--- config.mk ---
export PLATFORM = sky130hd
export DESIGN_NAME = stereo_sync_err_det
export DESIGN_NICKNAME = d
export VERILOG_FILES = /design/src/rtl/stereo_sync_pkg.sv /design/src/rtl/stereo_sync_ctl.sv /design/src/rtl/stereo_sync_match.sv /design/src/rtl/stereo_sync_err_det.sv
export SDC_FILE = /design/constraint.sdc
export NUM_CORES = 1
export LEC_CHECK = 0
export ABC_AREA = 1
export BUFFER_PORTS_ARGS = -buffer_cell sky130_fd_sc_hd__buf_4
export CAP_MARGIN = 20
export CORE_MARGIN = 2
export CORE_UTILIZATION = 44
export DETAILED_ROUTE_END_ITERATION = 10
export PLACE_DENSITY = 0.79
export SLEW_MARGIN = 20
export SYNTH_ARGS = -nofsm -noshare
export SYNTH_HDL_FRONTEND = slang
export SYNTH_SLANG_ARGS = --single-unit
--- constraint.sdc ---
create_clock -name clk -period 1.18 [get_ports clk]
set_input_delay 0.118 -clock clk [delete_from_list [all_inputs] [get_ports clk]]
set_output_delay 0.118 -clock clk [all_outputs]
set_load 0.02 [all_outputs]
--- src/rtl/stereo_sync_pkg.sv ---
package stereo_sync_pkg;
  localparam int CFG_BITS  = 3;
  localparam int CFG_EN    = 0;
  localparam int CFG_STICK = 1;
  localparam int CFG_CLR   = 2;

  typedef struct packed {
    logic sticky;
    logic enable;
  } ctl_t;
endpackage

--- src/rtl/stereo_sync_ctl.sv ---
module stereo_sync_ctl
  import stereo_sync_pkg::*;
(
  input  logic                clk,
  input  logic                rst_n,
  input  logic                we,
  input  logic [CFG_BITS-1:0] wdata,
  output ctl_t                ctl,
  output logic                clr_pulse,
  output logic [CFG_BITS-1:0] rdata
);
  ctl_t ctl_q;

  always_ff @(posedge clk) begin
    if (!rst_n) begin
      ctl_q <= '0;
    end else if (we) begin
      ctl_q.enable <= wdata[CFG_EN];
      ctl_q.sticky <= wdata[CFG_STICK];
    end
  end

  assign ctl       = ctl_q;
  assign clr_pulse = we & wdata[CFG_CLR];

  always_comb begin
    rdata            = '0;
    rdata[CFG_EN]    = ctl_q.enable;
    rdata[CFG_STICK] = ctl_q.sticky;
  end
endmodule

--- src/rtl/stereo_sync_match.sv ---
module stereo_sync_match #(
  parameter int                   W          = 8,
  parameter int                   RES_COUNT  = 2,
  parameter logic [RES_COUNT*W-1:0] RES_VALUES = 16'hFF00
) (
  input  logic [W-1:0] byte_i,
  output logic         reserved
);
  logic [RES_COUNT-1:0] hit;

  for (genvar g = 0; g < RES_COUNT; g++) begin : g_cmp
    assign hit[g] = (byte_i == RES_VALUES[g*W +: W]);
  end

  assign reserved = |hit;
endmodule

--- src/rtl/stereo_sync_err_det.sv ---
module stereo_sync_err_det
  import stereo_sync_pkg::*;
#(
  parameter int                   W          = 8,
  parameter int                   RES_COUNT  = 2,
  parameter logic [RES_COUNT*W-1:0] RES_VALUES = 16'hFF00
) (
  input  logic                clk,
  input  logic                rst_n,
  input  logic                in_valid,
  output logic                in_ready,
  input  logic [W-1:0]        mst_byte,
  input  logic [W-1:0]        slv_byte,
  input  logic                cfg_we,
  input  logic [CFG_BITS-1:0] cfg_wdata,
  output logic [CFG_BITS-1:0] cfg_rdata,
  output logic                err_flag,
  output logic                err_pin,
  output logic [2*W-1:0]      capture
);
  localparam int CW = 2 * W;

  ctl_t          ctl;
  logic          clr_pulse;
  logic          mst_res, slv_res, mismatch;
  logic          flag_q;
  logic [CW-1:0] cap_q;

  stereo_sync_ctl u_ctl (
    .clk       (clk),
    .rst_n     (rst_n),
    .we        (cfg_we),
    .wdata     (cfg_wdata),
    .ctl       (ctl),
    .clr_pulse (clr_pulse),
    .rdata     (cfg_rdata)
  );

  stereo_sync_match #(.W(W), .RES_COUNT(RES_COUNT), .RES_VALUES(RES_VALUES)) u_mst (
    .byte_i   (mst_byte),
    .reserved (mst_res)
  );

  stereo_sync_match #(.W(W), .RES_COUNT(RES_COUNT), .RES_VALUES(RES_VALUES)) u_slv (
    .byte_i   (slv_byte),
    .reserved (slv_res)
  );

  assign in_ready = 1'b1;
  assign mismatch = in_valid & ctl.enable & mst_res & ~slv_res;

  always_ff @(posedge clk) begin
    if (!rst_n) begin
      flag_q <= 1'b0;
      cap_q  <= '0;
    end else begin
      if (mismatch)       flag_q <= 1'b1;
      else if (clr_pulse) flag_q <= 1'b0;
      else                flag_q <= ctl.sticky & flag_q;
      if (mismatch) cap_q <= {mst_byte, slv_byte};
    end
  end

  assign err_flag = flag_q;
  assign err_pin  = flag_q;
  assign capture  = cap_q;
endmodule

== After elaboration in Yosys (flattened, before gate mapping) ==
Index checks and enable logic that the tools add are counted.

* Equal/unequal tests: 2
* Multiplexer cells: 2
* Bitwise gates (word level): 6
* Reduce and logical (&&, ||, !) cells: 4

{| class="wikitable"
|+ Operators by type and width
! cell !! number
|-
| equality test 8 bit, second input constant || 2
|-
| zero test 8 bit || 2
|-
| AND 1 bit || 5
|-
| OR reduction 2 bit || 2
|-
| 2-to-1 mux 1 bit || 2
|-
| NOT 1 bit || 1
|}

* Register bits after elaboration: 19
* Word-level logic and storage cells: 18

== Depth between registers and ports, before layout ==
Gate-level depths: netlist of the first run.

* Word-level depth: 5
* Depth in mapped cells: 9
* Mapped depth without buffers: 8

== By module ==
A second synthesis of the first run with hierarchy kept.

* Cell total of the unflattened synthesis: 161
* Area total of the unflattened synthesis: 1002.2 um^2

{| class="wikitable"
|+ By module, submodules not included
! module !! times used !! cells an instance !! area each (um^2) !! seq. area each (um^2)
|-
| stereo_sync_err_det || 1 || 115 || 783.3 || 340.3
|-
| stereo_sync_ctl || 1 || 18 || 111.4 || 40.0
|-
| stereo_sync_match || 2 || 14 || 53.8 || 0.0
|}

== Least setup slack after synthesis of the first run ==
No wires, ideal clock.

* Path type: register to register
* Start point: reg u_ctl.ctl_q, in the netlist u_ctl.ctl[0]
* End point: reg cap_q[5], in the netlist capture[5]
* Setup time: 115 ps
* Arrival time: 1070 ps
* Data required time: 1065 ps
* Path slack: -5 ps
* Stages on the path, launching flop included: 9
* Cells stage by stage: dfxtp_1 nand2_1 inv_1 nand2_2 nor2_4 buf_6 nand3_1 nand2_1 nor2_1

* Word-level cells in the longest chain between the ends: 3

{| class="wikitable"
|+ Ends and longest elaborated chain
! what !! line !! source
|-
| from (decl) || stereo_sync_ctl.sv:12 || <nowiki>ctl_t ctl_q;</nowiki>
|-
| AND 1 bit (3 in series) || stereo_sync_err_det.sv:50 || <nowiki>assign mismatch = in_valid & ctl.enable & mst_res & ~slv_res;</nowiki>
|-
| to (signal assigned) || stereo_sync_err_det.sv:60 || <nowiki>if (mismatch) cap_q <= {mst_byte, slv_byte};</nowiki>
|-
| to (decl) || stereo_sync_err_det.sv:27 || <nowiki>logic [CW-1:0] cap_q;</nowiki>
|}

Every way passes these cells.
A chain may end at the register's enable or synchronous reset.

== Worst setup path after layout of the first run ==
* Start point: reg u_ctl.ctl_q, in the netlist u_ctl.ctl[0]
* End point: reg cap_q[7], in the netlist capture[7]

The elaborated chain is that of the path after synthesis.

==> results of run 1 <==
-- metrics by stage --
step / power [uW] / instance area, um2
5_1_grt: 1190 / 1250
4_1_cts: 1130 / 1240
3_5_place_dp: 829 / 1220
6_report: 1120 / 1250
3_3_place_gp: 824 / 1220
2_1_floorplan: 748 / 901
-- final cells by class --
class / instances / area (um2) / share of cell area (%)
clock buffer: 4 / 26.3 / 2.10
multi-input combinational: 91 / 412 / 32.9
timing repair buffer: 44 / 355 / 28.4
inverter: 11 / 41.3 / 3.30
tap: 27 / 33.8 / 2.70
sequential: 19 / 382 / 30.5
-- tightest hold or removal path, delay by kind of cell --
kind,cells,cell delay (ns)
buffers and inverters,1,0.08
AND/OR/NAND/NOR,2,0.11
-- cell families after synthesis --
kind of cell	after synthesis	share of synthesized area, %
AND/OR/NAND/NOR	70	33.5
AO/OA/AOI/OAI	19	10.8
flip-flops	19	42.3
buffers and inverters	19	12.5
other	2	0.835
-- power groups by stage --
stage               logic [uW]  registers [uW]  clock network (uW)
detailed placement         163             666                   0
global placement           158             666                   0
CTS                        164             651                 317
finish                     164             651                 308
global route               183             652                 353
floorplan                 76.7             672                   0
-- final timing paths --
kind | endpoint
worst min register to register | capture[7]$_SDFFE_PN0P_
worst max register to register | capture[7]$_SDFFE_PN0P_
worst max-delay path | capture[7]$_SDFFE_PN0P_
worst min-delay path | u_ctl.ctl[0]$_SDFFE_PN0P_
-- placed cells by master, fill, tap and decap left out --
cell type,instances
clkbuf_4,3
conb_1,2
dfxtp_1,18
nor2_2,1
buf_4,42
o21ai_0,2
nand2_2,3
buf_12,2
a21boi_1,1
nor2_4,1
nor2_1,31
nand2_1,22
nand3_2,2
a21oi_1,16
nand3_1,9
dfxtp_2,1
nand4_1,1
inv_1,11
clkbuf_1,1
-- routing by layer --
| metal | share of wire, % | vias up | track usage, % |
|---|---|---|---|
| met3 | 6.3 | 2 | 4.60 |
| met4 | 0.63 | 0 | 5.71 |
| met2 | 54 | 31 | 35.1 |
| met1 | 39 | 404 | 17.9 |
| met5 | 0 | - | 0 |
| li1 | - | 480 | - |
-- registers in the layout, summed over array words and instances (netlist names) --
signal and flops:
u_ctl.ctl 2, err_flag 1, capture 16
-- timing repair --
item,4_1_cts,5_1_grt
resized for setup,0,1
buffers inserted,0,0
setup endpoints to repair,0,1
hold buffers,0,0
==> metrics, run 1 <==
IO Pins=45; Cell Count, Final, Fillers Out=196; Tcrit/Tclk final=92.3%; CTS tree=yes; largest net degree at the start of global routing=25; kind of cell adding the most delay to the critical path=simple AND/OR/NAND/NOR gates; via count=917; register bit total from synthesis=19; cell with the most instances after synthesis=nor2_1; syn_nets=152; largest area contributor in the netlist=dfxtp_1; Most used DFF post-synth=dfxtp_1; Sequential Power Share=58.0%; RePlAce Congestion=0.763; Pre-antenna DRT Iters=3; initial detailed-routing violation count=13; Synth area leaders=dfxtp_1, nor2_1, nand2_1; min Tclk post-route=1.09 ns; Hold Vio Cnt, Final=0; FF-to-FF setup slack=0.09 ns; Hold Path Depth=3; Cells after DPL=192; RR Startpoint=u_ctl.ctl[0]$_SDFFE_PN0P_; Int Power=859 uW; Worst setup EP type=flop; EDFF count, synth=0; CP Class=flop to flop; CP dominant cell by count=nand2_1; number of fill cells=196; Post-Synthesis Cells=129; share of cells above drive strength 1=32.5%; die height=49.2 um; port bufs=42; Synth Cell Area=900 um2; Core Rows=16; Async SR Flop Fraction=0%; Layout Utilization=64.4%; clock sinks=19; Crit. Startpoint=u_ctl.ctl[0]$_SDFFE_PN0P_; grt ovf=0; worst reg-to-reg path cell count=8; Crit path buffers/inverters=2; max-capacitance violation count=0; list of most frequent post-synthesis cells=nor2_1, nand2_1, dfxtp_1, a21oi_1, inv_1; nets@finish=193; crit-path max cell delay=0.36 ns; n_diodes=0; final setup TNS=0 ns; antenna violations before repair=0; Clk Tree Root Cell=clkbuf_4; vias in the first global route=854; pwr dens=898 nW/um2; ANT nets after route=0; clk slew on worst S/H paths=0.10 ns; hold_ws=0.0475 ns; DR WL/cell=9.73 um; GRT Resource Usage Total=17.9%; core area=1940 um2; setup slack at placement=0.0848 ns; Clock power frac=27.4%; CP Depth=8; RSZ-0062 raised after global routing=false; clk_skew=0.00322 ns; post-synthesis sequential area ratio=42.3%; Worst setup SP type=flop; library cells used by synthesis=16; crit-path cells=nand2_1 -> inv_1 -> nand2_2 -> nor2_4 -> buf_12 -> nand3_1 -> nand2_1 -> nor2_1; CTS buffer count=3; post-synth top area share=42.3%; CP max stage cell=dfxtp_2; f_max=919 MHz; die area=2420 um2; width of the die=49.2 um; yosys warns=0; Final Worst Setup Slack=0.0914 ns; static leakage=0.000605 uW; worst skew pair latency=0.29 ns; first-pass GRT wire length=3.42 mm; area delta synth->final=38.9%; CTS max path bufs=2; setup violators final=0; # DRC=0; dpl hpwl=1.55 mm; Vias per Instance=4.68; min-delay src=cfg_wdata[0]; syn avg cell area=6.97 um2; Crit Path Max Fanout=24; Net Sw Power=264 uW; Crit path arrival time=1.28 ns; outcome=finished, final reports clean; logic gate share of total power=14.6%; Post-Route WL=1.91 mm; Slew Limit Fails=0; Hold/Removal Path Class=primary input to flop; starting density of the core=46.3%; H-tree depth=1; sw frac=23.5%; CP required=1.37 ns; Max VDD drop=0.746 mV
No activity file was read; power rests on OpenSTA's default activity.
==> run 2, diff against run 1 <==
Settings changed: CORE_UTILIZATION 44 to 40, PLACE_DENSITY 0.79 to 0.76.
Clock period 1.18 ns to 0.9 ns, I/O delays scaled along.
==> run 2 against run 1 <==
The run now ends with negative setup slack left. Sequential power is 31% higher. Die area up 9.2%. First-iteration DRC count up 46%. Combinational power is 66% higher. Sequential cell count is the same. Wire length increased by 23%.
==> metrics, run 2 (same netlist as run 1, synthesis figures left out) <==
commonest non-fill, non-tap cell in the layout=buf_4 (unchanged); dpl hpwl=1.61 mm (was 1.55 mm); DR WL/cell=11.3 um (was 9.73 um); Worst setup EP type=flop (unchanged); via count=966 (was 917); pwr dens=1090 nW/um2 (was 898 nW/um2); Post-Route WL=2.34 mm (was 1.91 mm); worst skew pair latency=0.29 ns (about the same); clk_skew=0.000871 ns (was 0.00322 ns); clock sinks=19 (unchanged); grt ovf=0 (unchanged); antenna violations before repair=0 (unchanged); max reg flops=16 (unchanged); CP required=1.10 ns (was 1.37 ns); CP dominant cell by count=nand2_1 (unchanged); initial detailed-routing violation count=19 (was 13); port bufs=42 (unchanged); Pre-antenna DRT Iters=4 (was 3); share of cells above drive strength 1=46.4% (was 32.5%); RePlAce Congestion=0.725 (was 0.763); Crit Path Max Fanout=6 (was 24); f_max=841 MHz (was 919 MHz); number of fill cells=199 (was 196); CTS max path bufs=2 (unchanged); crit-path cells=nand2_1 -> inv_1 -> nand2_2 -> nor2_4 -> clkbuf_16 -> nand3_2 -> nand2_1 -> nor2_1 (was nand2_1 -> inv_1 -> nand2_2 -> nor2_4 -> buf_12 -> nand3_1 -> nand2_1 -> nor2_1); failing checks=negative setup slack; GR Util met1=20.2% (was 17.9%); kind of cell adding the most delay to the critical path=simple AND/OR/NAND/NOR gates (unchanged); Crit path arrival time=1.39 ns (was 1.28 ns); routing usage on met2=31.0% (was 35.1%); starting density of the core=41.5% (was 46.3%); min Tclk post-route=1.19 ns (was 1.09 ns); hold_buf cts=0 (unchanged); worst reg-to-reg path cell count=8 (unchanged); vias in the first global route=903 (was 854); Hold Path Depth=3 (unchanged); first-pass GRT wire length=3.51 mm (was 3.42 mm); min-delay src=cfg_wdata[0] (unchanged); Hold Vio Cnt, Final=0 (unchanged); FF-to-FF setup slack=-0.29 ns (was 0.09 ns); met3 usage=2.05% (was 4.60%); largest net degree at the start of global routing=25 (unchanged); Max VDD drop=1.06 mV (was 0.746 mV); Final Worst Setup Slack=-0.289 ns (was 0.0914 ns); Clk Tree Root Cell=clkbuf_4 (unchanged); Crit path buffers/inverters=2 (unchanged); global route hottest layer=met2 (unchanged); CTS tree=yes (unchanged); Layout Utilization=66.2% (was 64.4%); setup violators final=18 (was 0); Tcrit/Tclk final=132% (was 92.3%); Slew Limit Fails=0 (unchanged); GRT Resource Usage Total=16.9% (was 17.9%); RSZ-0062 raised after global routing=true (was false); post-CTS setup buffers=0 (unchanged); Worst setup SP type=flop (unchanged); die area=2640 um2 (was 2420 um2); Core Rows=17 (was 16); # DRC=0 (unchanged); clk slew on worst S/H paths=0.11 ns (was 0.10 ns); n_diodes=0 (unchanged); core area=2170 um2 (was 1940 um2); outcome=complete, but fails checks (was finished, final reports clean); ANT nets after route=0 (unchanged); CTS buffer count=3 (unchanged); CP max stage cell=dfxtp_4 (was dfxtp_2); Vias per Instance=4.67 (was 4.68); CP Class=flop to flop (unchanged); commonest cells after routing, fill and taps aside=buf_4, nor2_1, nand2_1, a21oi_1, dfxtp_2 (was buf_4, nor2_1, nand2_1, dfxtp_1, a21oi_1); Hold/Removal Path Class=primary input to flop (unchanged); r2r endpoint=capture[6]$_SDFFE_PN0P_ (was capture[7]$_SDFFE_PN0P_); final setup TNS=-4.41 ns (was 0 ns); die height=51.4 um (was 49.2 um); max-capacitance violation count=0 (unchanged); H-tree depth=1 (unchanged); crit-path max cell delay=0.36 ns (about the same); Hold EP=u_ctl.ctl[0]$_SDFFE_PN0P_ (unchanged); width of the die=51.4 um (was 49.2 um); static leakage=0.000700 uW (was 0.000605 uW); CP Depth=8 (unchanged); hold_ws=0.0197 ns (was 0.0475 ns); IO Pins=45 (unchanged); RR Startpoint=u_ctl.ctl[0]$_SDFFE_PN0P_ (unchanged); area delta synth->final=59.7% (was 38.9%); nets@finish=203 (was 193)
[run 2: power breakdown]
part | leakage [uW] | internal [uW] | switching [uW]
clock network | 0.0000177 | 165 | 271
registers | 0.000161 | 847 | 4.63
logic | 0.000522 | 149 | 125
[run 2: final cells by class]
| type | count | area [um2] | share of cell area (%) |
|---|---|---|---|
| clock buffers | 3 | 22.5 | 1.57 |
| inverters | 11 | 41.3 | 2.87 |
| well taps | 28 | 35.0 | 2.44 |
| repair buffers | 54 | 499 | 34.8 |
| multi-input cells | 91 | 433 | 30.1 |
| clock inverters | 1 | 5.00 | 0.348 |
| flip-flops and latches | 19 | 400 | 27.9 |
[run 2: worst max path at each step]
| stage | startpoint | endpoint | slack [ns] |
|---|---|---|---|
| 2_1_floorplan | u_ctl.ctl[0]$_SDFFE_PN0P_ | capture[5]$_SDFFE_PN0P_ | -0.20 |
| 3_3_place_gp | u_ctl.ctl[0]$_SDFFE_PN0P_ | capture[2]$_SDFFE_PN0P_ | -0.16 |
| 3_5_place_dp | u_ctl.ctl[0]$_SDFFE_PN0P_ | capture[5]$_SDFFE_PN0P_ | -0.19 |
| 4_1_cts | u_ctl.ctl[0]$_SDFFE_PN0P_ | capture[5]$_SDFFE_PN0P_ | -0.21 |
| 5_1_grt | u_ctl.ctl[0]$_SDFFE_PN0P_ | capture[15]$_SDFFE_PN0P_ | -0.37 |
| 6_report | u_ctl.ctl[0]$_SDFFE_PN0P_ | capture[6]$_SDFFE_PN0P_ | -0.29 |
[run 2: metal layers]
metal | share of wire [%] | wire (um) | vias up
met3 | 5.9 | 138 | 2
met5 | 0 | 0 | -
met4 | 0.51 | 12 | 0
met2 | 52 | 1210 | 33
li1 | - | - | 503
met1 | 42 | 981 | 428
[run 2: stage by stage]
stage               area (um2)  setup WS [ns]  power, uW  instances
floorplan                  903         -0.204        980        129
global placement          1280         -0.157       1110        201
detailed placement        1280         -0.192       1110        201
CTS                       1320         -0.208       1530        205
global route              1440         -0.371       1640        207
finish                    1440         -0.289       1560        207
[run 2: tightest hold or removal path, delay by kind of cell]
family | cells | cell delay (ns)
buffers and inverters | 1 | 0.08
and+or+nand+nor | 2 | 0.11
[run 2: repair_timing]
| item | 4_1_cts | 5_1_grt |
|---|---|---|
| resized for setup | 3 | 25 |
| pin swaps | 0 | 5 |
| gates cloned | 0 | 2 |
| setup endpoints to repair | 22 | 36 |
